**src/rtl/mfm_rd_pkg.sv**
```systemverilog
`timescale 1ns/1ps
package mfm_rd_pkg;

  localparam int BYTE_W = 8;

  // One decoded bit cell, handed from the timing control to the framer.
  typedef struct packed {
    logic bitStrobe;   // a cell has just closed
    logic bitVal;      // centre pulse seen in that cell
    logic clkSeen;     // boundary pulse seen in that cell
  } cellEvt_t;

  // Boundary-pulse pattern that the encoding rule gives a byte, index 0 in bit 7.
  function automatic logic [BYTE_W-1:0] clockPattern(input logic [BYTE_W-1:0] dataByte,
                                                     input logic priorBit);
    logic [BYTE_W-1:0] pat;
    logic prev;
    prev = priorBit;
    for (int i = 0; i < BYTE_W; i++) begin
      pat[BYTE_W-1-i] = !prev && !dataByte[BYTE_W-1-i];
      prev = dataByte[BYTE_W-1-i];
    end
    return pat;
  endfunction

endpackage

```
**src/rtl/mfm_rd_timing.sv**
```systemverilog
`timescale 1ns/1ps
module mfm_rd_timing
  import mfm_rd_pkg::*;
#(
  parameter int CELL_CYC    = 500,
  parameter int SYNC_STAGES = 2
) (
  input  logic     clk,
  input  logic     rstN,
  input  logic     pulseN,
  output cellEvt_t evt
);

  localparam int TW = $clog2(CELL_CYC);
  localparam logic [TW-1:0] QTR_T  = TW'(CELL_CYC / 4);
  localparam logic [TW-1:0] HALF_T = TW'(CELL_CYC / 2);
  localparam logic [TW-1:0] LATE_T = TW'((3 * CELL_CYC) / 4);
  localparam logic [TW-1:0] LAST_T = TW'(CELL_CYC - 1);

  logic [SYNC_STAGES-1:0] syncQ;
  logic pulseDly;
  logic fallEdge;
  logic [TW-1:0] timer;
  logic acquired;
  logic clkFlag, dataFlag;
  logic inDataWin, isData, isClk, emit;

  // Input synchroniser and falling-edge detector.
  always_ff @(posedge clk) begin
    if (!rstN) begin
      syncQ    <= '1;
      pulseDly <= 1'b1;
    end else begin
      syncQ    <= {syncQ[SYNC_STAGES-2:0], pulseN};
      pulseDly <= syncQ[SYNC_STAGES-1];
    end
  end

  assign fallEdge  = pulseDly && !syncQ[SYNC_STAGES-1];
  assign inDataWin = (timer >= QTR_T) && (timer < LATE_T);
  assign isData    = fallEdge && acquired && inDataWin;
  assign isClk     = fallEdge && !isData;
  assign emit      = acquired && (timer == LATE_T);

  // Cell timer: free-runs once acquired, re-aligned by every pulse.
  always_ff @(posedge clk) begin
    if (!rstN) begin
      timer    <= '0;
      acquired <= 1'b0;
      clkFlag  <= 1'b0;
      dataFlag <= 1'b0;
      evt      <= '0;
    end else begin
      if (fallEdge) begin
        acquired <= 1'b1;
        timer    <= isData ? HALF_T + 1'b1 : TW'(1);
      end else if (acquired) begin
        timer <= (timer == LAST_T) ? '0 : timer + 1'b1;
      end
      clkFlag       <= (emit ? 1'b0 : clkFlag)  | isClk;
      dataFlag      <= (emit ? 1'b0 : dataFlag) | isData;
      evt.bitStrobe <= emit;
      evt.bitVal    <= dataFlag;
      evt.clkSeen   <= clkFlag;
    end
  end

  p_edge_isolated_r11: assert property (@(posedge clk) disable iff (!rstN)
    fallEdge |=> !fallEdge);

  p_first_pulse_clock_r9: assert property (@(posedge clk) disable iff (!rstN)
    (fallEdge && !acquired) |=> (clkFlag && !dataFlag && acquired));

  p_cell_event_single_r8: assert property (@(posedge clk) disable iff (!rstN)
    evt.bitStrobe |=> !evt.bitStrobe);

endmodule

```
**src/rtl/mfm_rd_framer.sv**
```systemverilog
`timescale 1ns/1ps
module mfm_rd_framer
  import mfm_rd_pkg::*;
#(
  parameter logic [BYTE_W-1:0] SYNC_BYTE = 8'hA1,
  parameter logic [BYTE_W-1:0] SYNC_CLK  = 8'h0A
) (
  input  logic              clk,
  input  logic              rstN,
  input  cellEvt_t          evt,
  output logic              byteValid,
  output logic [BYTE_W-1:0] byteData,
  output logic              byteIsMark
);

  localparam int CNT_W = $clog2(BYTE_W);
  localparam logic [CNT_W-1:0] CNT_LAST = CNT_W'(BYTE_W - 1);

  logic [BYTE_W-1:0] dataSr, clkSr, dataNext, clkNext;
  logic [CNT_W-1:0]  bitCnt;
  logic framed, markHit, byteDone;

  assign dataNext = {dataSr[BYTE_W-2:0], evt.bitVal};
  assign clkNext  = {clkSr[BYTE_W-2:0], evt.clkSeen};
  assign markHit  = evt.bitStrobe && (dataNext == SYNC_BYTE) && (clkNext == SYNC_CLK);
  assign byteDone = evt.bitStrobe && framed && (bitCnt == CNT_LAST) && !markHit;

  always_ff @(posedge clk) begin
    if (!rstN) begin
      dataSr     <= '0;
      clkSr      <= '0;
      bitCnt     <= '0;
      framed     <= 1'b0;
      byteValid  <= 1'b0;
      byteIsMark <= 1'b0;
      byteData   <= '0;
    end else begin
      byteValid  <= markHit || byteDone;
      byteIsMark <= markHit;
      if (markHit || byteDone) byteData <= dataNext;
      if (evt.bitStrobe) begin
        dataSr <= dataNext;
        clkSr  <= clkNext;
        if (markHit) begin
          framed <= 1'b1;
          bitCnt <= '0;
        end else if (framed) begin
          bitCnt <= bitCnt + 1'b1;
        end
      end
    end
  end

  p_valid_single_r7: assert property (@(posedge clk) disable iff (!rstN)
    byteValid |=> !byteValid);

  p_mark_value_r3: assert property (@(posedge clk) disable iff (!rstN)
    byteIsMark |-> (byteValid && byteData == SYNC_BYTE));

  p_valid_after_bit_r5: assert property (@(posedge clk) disable iff (!rstN)
    byteValid |-> $past(evt.bitStrobe));

  p_unframed_silent_r2: assert property (@(posedge clk) disable iff (!rstN)
    (!framed && !markHit) |=> !byteValid);

endmodule

```
**src/rtl/mfm_read_decoder.sv**
```systemverilog
`timescale 1ns/1ps
module mfm_read_decoder
  import mfm_rd_pkg::*;
#(
  parameter int                CELL_CYC    = 500,
  parameter int                SYNC_STAGES = 2,
  parameter logic [BYTE_W-1:0] SYNC_BYTE   = 8'hA1,
  parameter int                GAP_IDX     = 5
) (
  input  logic              clk,
  input  logic              rstN,
  input  logic              pulseN,
  output logic              byteValid,
  output logic [BYTE_W-1:0] byteData,
  output logic              byteIsMark
);

  localparam logic [BYTE_W-1:0] GAP_MASK = (BYTE_W)'(1) << (BYTE_W - 1 - GAP_IDX);
  localparam logic [BYTE_W-1:0] SYNC_CLK = clockPattern(SYNC_BYTE, 1'b0) & ~GAP_MASK;

  cellEvt_t cellEvt;

  mfm_rd_timing #(
    .CELL_CYC   (CELL_CYC),
    .SYNC_STAGES(SYNC_STAGES)
  ) u_timing (
    .clk   (clk),
    .rstN  (rstN),
    .pulseN(pulseN),
    .evt   (cellEvt)
  );

  mfm_rd_framer #(
    .SYNC_BYTE(SYNC_BYTE),
    .SYNC_CLK (SYNC_CLK)
  ) u_framer (
    .clk       (clk),
    .rstN      (rstN),
    .evt       (cellEvt),
    .byteValid (byteValid),
    .byteData  (byteData),
    .byteIsMark(byteIsMark)
  );

endmodule

```
**config.mk**
```make
export PLATFORM = sky130hd
export DESIGN_NAME = mfm_read_decoder
export DESIGN_NICKNAME = d
export VERILOG_FILES = /design/src/rtl/mfm_rd_pkg.sv /design/src/rtl/mfm_rd_timing.sv /design/src/rtl/mfm_rd_framer.sv /design/src/rtl/mfm_read_decoder.sv
export SDC_FILE = /design/constraint.sdc
export NUM_CORES = 1
export LEC_CHECK = 0
export ABC_AREA = 1
export BUFFER_PORTS_ARGS = -buffer_cell sky130_fd_sc_hd__buf_2
export CAP_MARGIN = 5
export CORE_AREA = 8 8 127 70
export CTS_BUF_LIST = sky130_fd_sc_hd__clkbuf_8
export DETAILED_ROUTE_END_ITERATION = 8
export DIE_AREA = 0 0 135 78
export PLACE_DENSITY_LB_ADDON = 0.3
export REMOVE_ABC_BUFFERS = 1
export SKIP_CTS_REPAIR_TIMING = 1
export SLEW_MARGIN = 20
export SYNTH_ARGS = -nofsm -noshare
export SYNTH_HDL_FRONTEND = slang
export SYNTH_SLANG_ARGS = --single-unit
```
**constraint.sdc**
```tcl
create_clock -name clk -period 4 [get_ports clk]
set_clock_uncertainty 0.2 [all_clocks]
set_input_delay 0.8 -clock clk [delete_from_list [all_inputs] [get_ports clk]]
set_output_delay 0.8 -clock clk [all_outputs]
set_load 0.005 [all_outputs]
```
==> metrics.cfg, run 1 <==
[synthesis]
syn_avg_cell_area_um2 = 7.18
yosysTopAreaCell = dfxtp_1
yosysWarningCount = 0
yosysTopAreaCellShare_pct = 44.4
synthesis.area_um2 = 2070
synthTopCellsByArea = dfxtp_1 (44%), nor2_1 (8.9%), nand2_1 (8.0%)
ys_top_cells_by_count = nor2_1 (49), dfxtp_1 (46), nand2_1 (44)
synth-edff-count = 0
async_reset_ff_share_pct = 0
ys_seq_area_share_pct = 44.4
synthMostInstantiatedCell = nor2_1
ys_ff_latch = 46
netlist_instances = 289
synth.distinct_cells = 28
synthFlopType = dfxtp_1

[setup_path]
slowest_delay_ns = 0.45
crit_slowest_cell = buf_2
reg2reg_depth = 8
worst-path-max-fanout = 35
crit-reg2reg-launch = u_timing.evt[2]
crit_path_start = rstN
cp-end-kind = register
crit_chain = buf_2 > inv_1 > nor2_1 > nand2_1 > a22oi_1
cp-start-kind = input port
cp_data_arrival_time_ns = 2.01
critical_path_class = in2reg
crit_required_ns = 4.01
rrSetupSlack_ns = 2.24
cp-endpoint = u_timing.timer[2]
rr_endpoint = u_framer.byteData[3]

[place]
dp_hpwl_mm = 3.46
port_buffers = 12
gp_congestion = 0.808
placed_area_um2 = 2220

[min_path]
hp-class = reg2reg

[power_and_ir_drop]
p_leak_nw = 1.10
ir_drop_mv = 0.122
cellPowerDensity_nw_per_um2 = 376

[layout]
diodes = 0
syn_to_final_growth_pct = 12.3
final_area_um2 = 2330
drive_gt1_share_pct = 13.1
fin_nets = 305

[floorplan]
design.die.area_um2 = 10500
start_util_pct = 29.2
die_y_um = 78
core_um2 = 7100
ioPinCount = 13
die_w_um = 135
fp-row-count = 22

[global_route]
grt_overflow_total = 0
grt_max_degree = 36
grt_pass1_wl_mm = 8.20
groute.usage.overall_pct = 9.60
grt_pass1_vias = 1633
grt_antenna_before_repair = 0

[flow_run]
cap_violations = 0

[routing]
ant_nets = 0
post-route-drc-count = 0
drt-wirelength-per-cell_um = 12.2
routed_via_density = 4.51
vias = 1777
first_pass_iters = 4
drt_iter0_drc = 144
drt_wl_total_mm = 4.81

[cts]
clk_pin_slew_ns = 0.07
htreeDepth = 2
root_buffer = clkbuf_8
clk_path_buf_depth = 2
numCtsBuffers = 5
clk_latency_ns = 0.29
cts_tree = built
clock_sinks = 46

[sta]
clock.fmax_mhz = 501
tightest_slew_ns = 0.562
drv_slew = 0
tns_ns = 0
setup_viol = 0
relSlewSlack_pct = 62.5
fin_crit_sh_pct = 49.9
rsz0062_at_grt = false
hold_viol = 0
min_period_ns = 1.99

[outcome]
status = finished clean

per-stage QoR:
step / power [mW] / std cells / util (%) / hold slack (ns) / worst slack, ns
floorplan: 0.519 / 278 / - / 0.193 / 2.29
global placement: 0.534 / 387 / 31.2 / 0.196 / 1.72
detailed placement: 0.535 / 387 / 31.2 / 0.207 / 1.69
CTS: 0.887 / 394 / 32.8 / 0.220 / 2.00
global route: 0.917 / 394 / 32.8 / 0.225 / 1.83
finish: 0.875 / 394 / 32.8 / 0.218 / 2.01
logic make-up after synthesis:
family,after synthesis,synth area share (%)
adder cells (fa/ha/maj),4,2.41
flip-flops,46,44.4
XOR/XNOR,1,0.422
AO/OA/AOI/OAI,51,12.6
AND/OR/NAND/NOR,137,30.9
buffers and inverters,50,9.23
critical path: cells and delay by family:
| kind | cells | cell delay (ns) |
|---|---|---|
| buffers and inverters | 2 | 0.79 |
| and+or+nand+nor | 2 | 0.26 |
| AOI/OAI and AO/OA | 1 | 0.15 |
how the worst min path moves through the flow:
stage               slack, ns           endpoint  cells after the start         startpoint
global placement         0.20  u_timing.syncQ[1]                      1  u_timing.syncQ[0]
floorplan                0.19  u_timing.syncQ[1]                      1  u_timing.syncQ[0]
global route             0.22  u_timing.syncQ[1]                      1  u_timing.syncQ[0]
CTS                      0.22  u_timing.syncQ[1]                      1  u_timing.syncQ[0]
finish                   0.22  u_timing.syncQ[1]                      1  u_timing.syncQ[0]
detailed placement       0.21  u_timing.syncQ[1]                      1  u_timing.syncQ[0]
metal layers:
layer | up-vias | global-route usage (%) | wire length (um)
li1 | 939 | - | -
met1 | 783 | 15.3 | 2730
met2 | 53 | 11.1 | 1710
met3 | 2 | 3.47 | 344
met4 | 0 | 2.31 | 30
met5 | - | 0 | 0
cells in the final DEF (no fill, tap or decap), types with 2 or more instances in the layout:
cell	netlist	layout
dfxtp_1	46	46
nand3_1	19	19
ha_1	4	4
buf_2	3	12
clkbuf_8	0	6
nand3_4	2	2
a21oi_1	18	18
nor2_2	3	3
nand2_2	4	4
nand2_1	44	44
o21ai_1	9	9
nor2_1	49	49
nand2_4	2	2
o21ai_0	21	21
inv_1	35	35
nand4_1	7	7
inv_2	4	4
or2_2	2	2
power by group:
| group | total (mW) | switching (mW) | leakage, nW | internal [mW] |
|---|---|---|---|---|
| registers | 0.478 | 0.0117 | 0.373 | 0.467 |
| logic | 0.0459 | 0.0298 | 0.666 | 0.0161 |
| clock network | 0.351 | 0.151 | 0.0573 | 0.200 |
| total | 0.875 | 0.192 | 1.10 | 0.683 |
area by class of cell:
type / instances / area [um^2]
sequential: 46 / 921
clock inverter: 1 / 30.0
inverter: 39 / 146
clock buffer: 6 / 82.6
multi-input combinational: 193 / 962
tap: 96 / 120
timing repair buffer: 13 / 67.6
fill: 790 / 4770
flip-flops by register name (all words and copies together), names as in the netlist, 2 cells and up:
| register | cells |
|---|---|
| u_framer.byteData | 8 |
| u_framer.dataSr | 7 |
| u_timing.timer | 9 |
| u_timing.syncQ | 2 |
| u_framer.clkSr | 7 |
| u_framer.bitCnt | 3 |
| u_timing.evt | 3 |
Power figures use the tool's default switching activity.
==> inputs of run 2 (changes only) <==
==> constraint.sdc (replaced) <==
create_clock -name clk -period 2 [get_ports clk]
set_clock_uncertainty 0.2 [all_clocks]
set_input_delay 0.4 -clock clk [delete_from_list [all_inputs] [get_ports clk]]
set_output_delay 0.4 -clock clk [all_outputs]
set_load 0.005 [all_outputs]
==> run 2 against run 1 <==
Effect of this change: global-route usage is 0.32 points lower; count of clock-buffer cells in the layout is the same; design area decreased by 0.43%; critical path type is now reg2reg; largest cell class unchanged; largest power group unchanged.
==> metrics.cfg, run 2 (synthesized netlist as in run 1, its figures left out) <==
[outcome]
status = finished clean

[layout]
diodes = 0
fin_nets = 306
syn_to_final_growth_pct = 11.8
drive_gt1_share_pct = 13.7
reg_top3 = u_timing.timer x9, u_framer.byteData x8
largest_reg_flops = 9
multi_input_area_um2 = 962
largest-register = u_timing.timer
final_common_cell = nor2_1
final_cell_mix = nor2_1 (49), dfxtp_1 (46), nand2_1 (44)
final.fill_count = 785
regArea_um2 = 921

[floorplan]
die_w_um = 135
design.die.area_um2 = 10500
core_um2 = 7100
die_y_um = 78
fp-row-count = 22
ioPinCount = 13
start_util_pct = 29.2

[global_route]
grt_overflow_total = 0
groute.usage.overall_pct = 9.28
grt_pass1_wl_mm = 8.06
grt_max_degree = 35
grt_pass1_vias = 1563
grt_antenna_before_repair = 0

[sta]
min_period_ns = 1.68
drv_slew = 0
tns_ns = 0
fin_crit_sh_pct = 84.0
clock.fmax_mhz = 595
tightest_slew_ns = 0.446
relSlewSlack_pct = 70.3
setup_viol = 0
hold_viol = 0
rsz0062_at_grt = false

[cts]
clk_latency_ns = 0.29
clk_pin_slew_ns = 0.09
clock_sinks = 46
clk_path_buf_depth = 2
numCtsBuffers = 5
htreeDepth = 2
cts_tree = built
root_buffer = clkbuf_8

[setup_path]
crit_slowest_cell = dfxtp_1
rr_endpoint = u_timing.timer[8]
slowest_delay_ns = 0.42
crit_path_start = u_timing.timer[0]
crit_required_ns = 1.97
crit_chain = ha_1 > nand2_1 > nor2_1 > nand4_1 > nand2_1 > nor2_1 > a21oi_1 > nor2_1
worst-path-max-fanout = 6
crit_top_cell = nor2_1
reg2reg_depth = 8
crit-reg2reg-launch = u_timing.timer[0]
rrSetupSlack_ns = 0.32
cp-end-kind = register
critical_path_class = reg2reg
cp-start-kind = register
cp_data_arrival_time_ns = 1.65

[min_path]
min_from = pulseN
min_to = u_timing.syncQ[0]
whs_path_depth = 2
hp-class = in2reg

[place]
dp_hpwl_mm = 3.33
gp_congestion = 0.863
port_buffers = 12

[power_and_ir_drop]
ir_drop_mv = 0.244
p_total_mw = 1.64
p_leak_nw = 1.09
cellPowerDensity_nw_per_um2 = 708

[routing]
drt_iter0_drc = 145
vias = 1739
routed_via_density = 4.39
drt_wl_total_mm = 4.67
ant_nets = 0
drt-wirelength-per-cell_um = 11.8
post-route-drc-count = 0
first_pass_iters = 6

[flow_run]
cap_violations = 0

[run 2: per-layer routing]
| metal | up-vias | part of all wire, % | GRT usage (%) |
|---|---|---|---|
| met4 | 0 | 0.58 | 1.98 |
| met2 | 53 | 32 | 10.5 |
| li1 | 942 | - | - |
| met3 | 2 | 5.5 | 2.12 |
| met5 | - | 0 | 0 |
| met1 | 742 | 62 | 15.8 |
[run 2: how the worst max path moves through the flow]
stage / endpoint
after CTS: u_timing.timer[8]
after global routing: u_timing.timer[8]
after global placement: u_timing.timer[8]
final: u_timing.timer[8]
after floorplan: u_framer.byteData[4]
after detailed placement: u_timing.timer[8]
[run 2: stage by stage]
| stage | std cells | hold WS (ns) | setup WS, ns | area [um^2] | utilization, % |
|---|---|---|---|---|---|
| 2_1_floorplan | 278 | 0.193 | 0.287 | 2030 | - |
| 3_3_place_gp | 388 | 0.196 | 0.391 | 2220 | 31.3 |
| 3_5_place_dp | 388 | 0.205 | 0.364 | 2220 | 31.3 |
| 4_1_cts | 396 | 0.0877 | 0.342 | 2320 | 32.7 |
| 5_1_grt | 396 | 0.104 | 0.160 | 2320 | 32.7 |
| 6_report | 396 | 0.100 | 0.319 | 2320 | 32.7 |
[run 2: area by class of cell]
cell class	count	area share [%]
inverters	39	6.31
clock buffers	6	3.56
flip-flops and latches	46	39.7
repair buffers	14	3.24
well taps	96	5.18
multi-input cells	193	41.5
clock inverters	2	0.539
[run 2: worst max-delay path: cells and delay by family, from the launching register on]
kind / cells / cell delay, ns
flops: 1 / 0.42
compound gates: 1 / 0.11
simple gates: 6 / 0.60
fa+ha+maj: 1 / 0.22
[run 2: power by group]
part | internal (mW) | switching [mW] | leakage [nW]
registers | 0.933 | 0.0230 | 0.373
clock network | 0.278 | 0.314 | 0.0472
logic | 0.0333 | 0.0613 | 0.671
total | 1.24 | 0.398 | 1.09
==> inputs of run 3 (changes only) <==
==> constraint.sdc (replaced) <==
create_clock -name clk -period 1.7 [get_ports clk]
set_clock_uncertainty 0.2 [all_clocks]
set_input_delay 0.34 -clock clk [delete_from_list [all_inputs] [get_ports clk]]
set_output_delay 0.34 -clock clk [all_outputs]
set_load 0.005 [all_outputs]
==> run 3 against run 2 <==
Effect of this change: clock power up 72%; worst hold slack worse by 0.069 ns; largest power group unchanged; power up 38%; routed wire length up 9.0%; die area unchanged; largest cell class unchanged; global-route usage up 0.62 points; non-clock buffer count up 12; count of clock-buffer cells in the layout unchanged; critical path depth down 1; maximum frequency up 3.1%; core utilization up 2.8 points.
==> metrics.cfg, run 3 (synthesized netlist as in run 1, its figures left out) <==
[outcome]
status = finished clean

[routing]
dr_wl_met3_um = 337
post-route-drc-count = 0
drt-wirelength-per-cell_um = 12.5
routed_via_density = 4.51
drt_iter0_drc = 117
vias = 1842
wl_met1_mm = 3.01
wl_met2_mm = 1.69
first_pass_iters = 4
ant_nets = 0
top_layer_used = met4
drt_wl_total_mm = 5.09

[setup_path]
critical_path_class = reg2reg
cp-end-kind = register
cp_data_arrival_time_ns = 1.64
crit_required_ns = 1.71
worst-path-max-fanout = 8
cp-start-kind = register
rrSetupSlack_ns = 0.07

[cts]
root_buffer = clkbuf_8
clock_sinks = 46
htreeDepth = 2
numCtsBuffers = 5
clk_latency_ns = 0.30
clk_path_buf_depth = 2
clk_pin_slew_ns = 0.09
cts_tree = built

[global_route]
grt_max_degree = 35
grt_antenna_before_repair = 0
groute.usage.overall_pct = 9.90
grt_pass1_vias = 1649
grt_overflow_total = 0
grt_pass1_wl_mm = 8.47

[layout]
syn_to_final_growth_pct = 21.4
fin_nets = 318
drive_gt1_share_pct = 22.8
diodes = 0
largest-register = u_timing.timer
regArea_um2 = 927
final_cell_mix = nand2_1 (44), dfxtp_1 (41), nor2_1 (39)
reg_top3 = u_timing.timer x9, u_framer.byteData x8
largest_reg_flops = 9
final.fill_count = 758
final_area_um2 = 2520
multi_input_area_um2 = 1010
final_common_cell = nand2_1

[sta]
setup_viol = 0
tns_ns = 0
relSlewSlack_pct = 71.0
min_period_ns = 1.63
clock.fmax_mhz = 613
fin_crit_sh_pct = 95.9
tightest_slew_ns = 0.434
hold_viol = 0
drv_slew = 0

[floorplan]
ioPinCount = 13
design.die.area_um2 = 10500
die_y_um = 78
die_w_um = 135
fp-row-count = 22
core_um2 = 7100
start_util_pct = 29.2

[power_and_ir_drop]
ir_drop_mv = 0.318
p_seq_share_pct = 49.6
pwr-share-comb_pct = 5.5
p_int_mw = 1.77
p_leak_nw = 1.18
swShare_pct = 21.7
cellPowerDensity_nw_per_um2 = 899
switchingPower_mw = 0.492
clock_power_share_pct = 44.9

[min_path]
hp-class = in2reg

[flow_run]
cap_violations = 0

[place]
gp_congestion = 0.842
placed_area_um2 = 2280
port_buffers = 12
dp_hpwl_mm = 3.50

==> run 3: changes by cell type in the layout (fill, tap and decap cells not counted), sizes merged <==
cell,change
bufinv,+2
buf,+12
clkinvlp,-1
clkinv,-1
==> run 3: path summary, 6_finish.rpt <==
check / to / from / cells past startpoint
max: u_timing.timer[7] / u_timing.timer[4] / 7
min: u_timing.syncQ[0] / pulseN / 2
max reg2reg: u_timing.timer[7] / u_timing.timer[4] / 7
min reg2reg: u_timing.syncQ[1] / u_timing.syncQ[0] / 1
==> run 3: cell type report <==
cell class,instances,share of cell area [%]
Timing Repair Buffer,26,6.71
Inverter,39,5.91
Multi-Input combinational cell,193,40.1
Clock buffer,6,3.28
Tap cell,96,4.77
Clock inverter,2,2.38
Sequential cell,46,36.8
==> run 3: critical path, cell delays in order (launching register included) <==
cell and delay [ns]:
dfxtp_1 0.50, nand2_1 0.14, nor3_2 0.18, nand3_1 0.15, nand3_4 0.18, nand3_1 0.10, nand2_1 0.07, inv_1 0.04
==> run 3: metrics by stage <==
step	utilization, %	instances	hold WS [ns]	setup slack, ns	total power [mW]
floorplan	-	278	0.193	-0.0132	1.22
global placement	32.1	395	0.194	0.108	1.27
global route	35.5	408	0.0247	-0.00759	2.35
finish	35.5	408	0.0308	0.0693	2.27
CTS	34.1	403	0.0155	0.0370	2.29
detailed placement	32.1	395	0.200	0.0607	1.27
==> run 3: power by group through the flow <==
stage | clock [mW] | sequential [mW] | combinational, mW
6_report | 1.02 | 1.12 | 0.126
5_1_grt | 1.08 | 1.13 | 0.143
4_1_cts | 1.04 | 1.12 | 0.121
3_5_place_dp | 0 | 1.15 | 0.121
3_3_place_gp | 0 | 1.15 | 0.119
2_1_floorplan | 0 | 1.14 | 0.0776
==> run 3: routing by layer <==
layer / vias up / track usage, %
li1: 965 / -
met1: 821 / 16.0
met2: 51 / 11.4
met3: 5 / 2.31
met4: 0 / 4.07
met5: - / 0
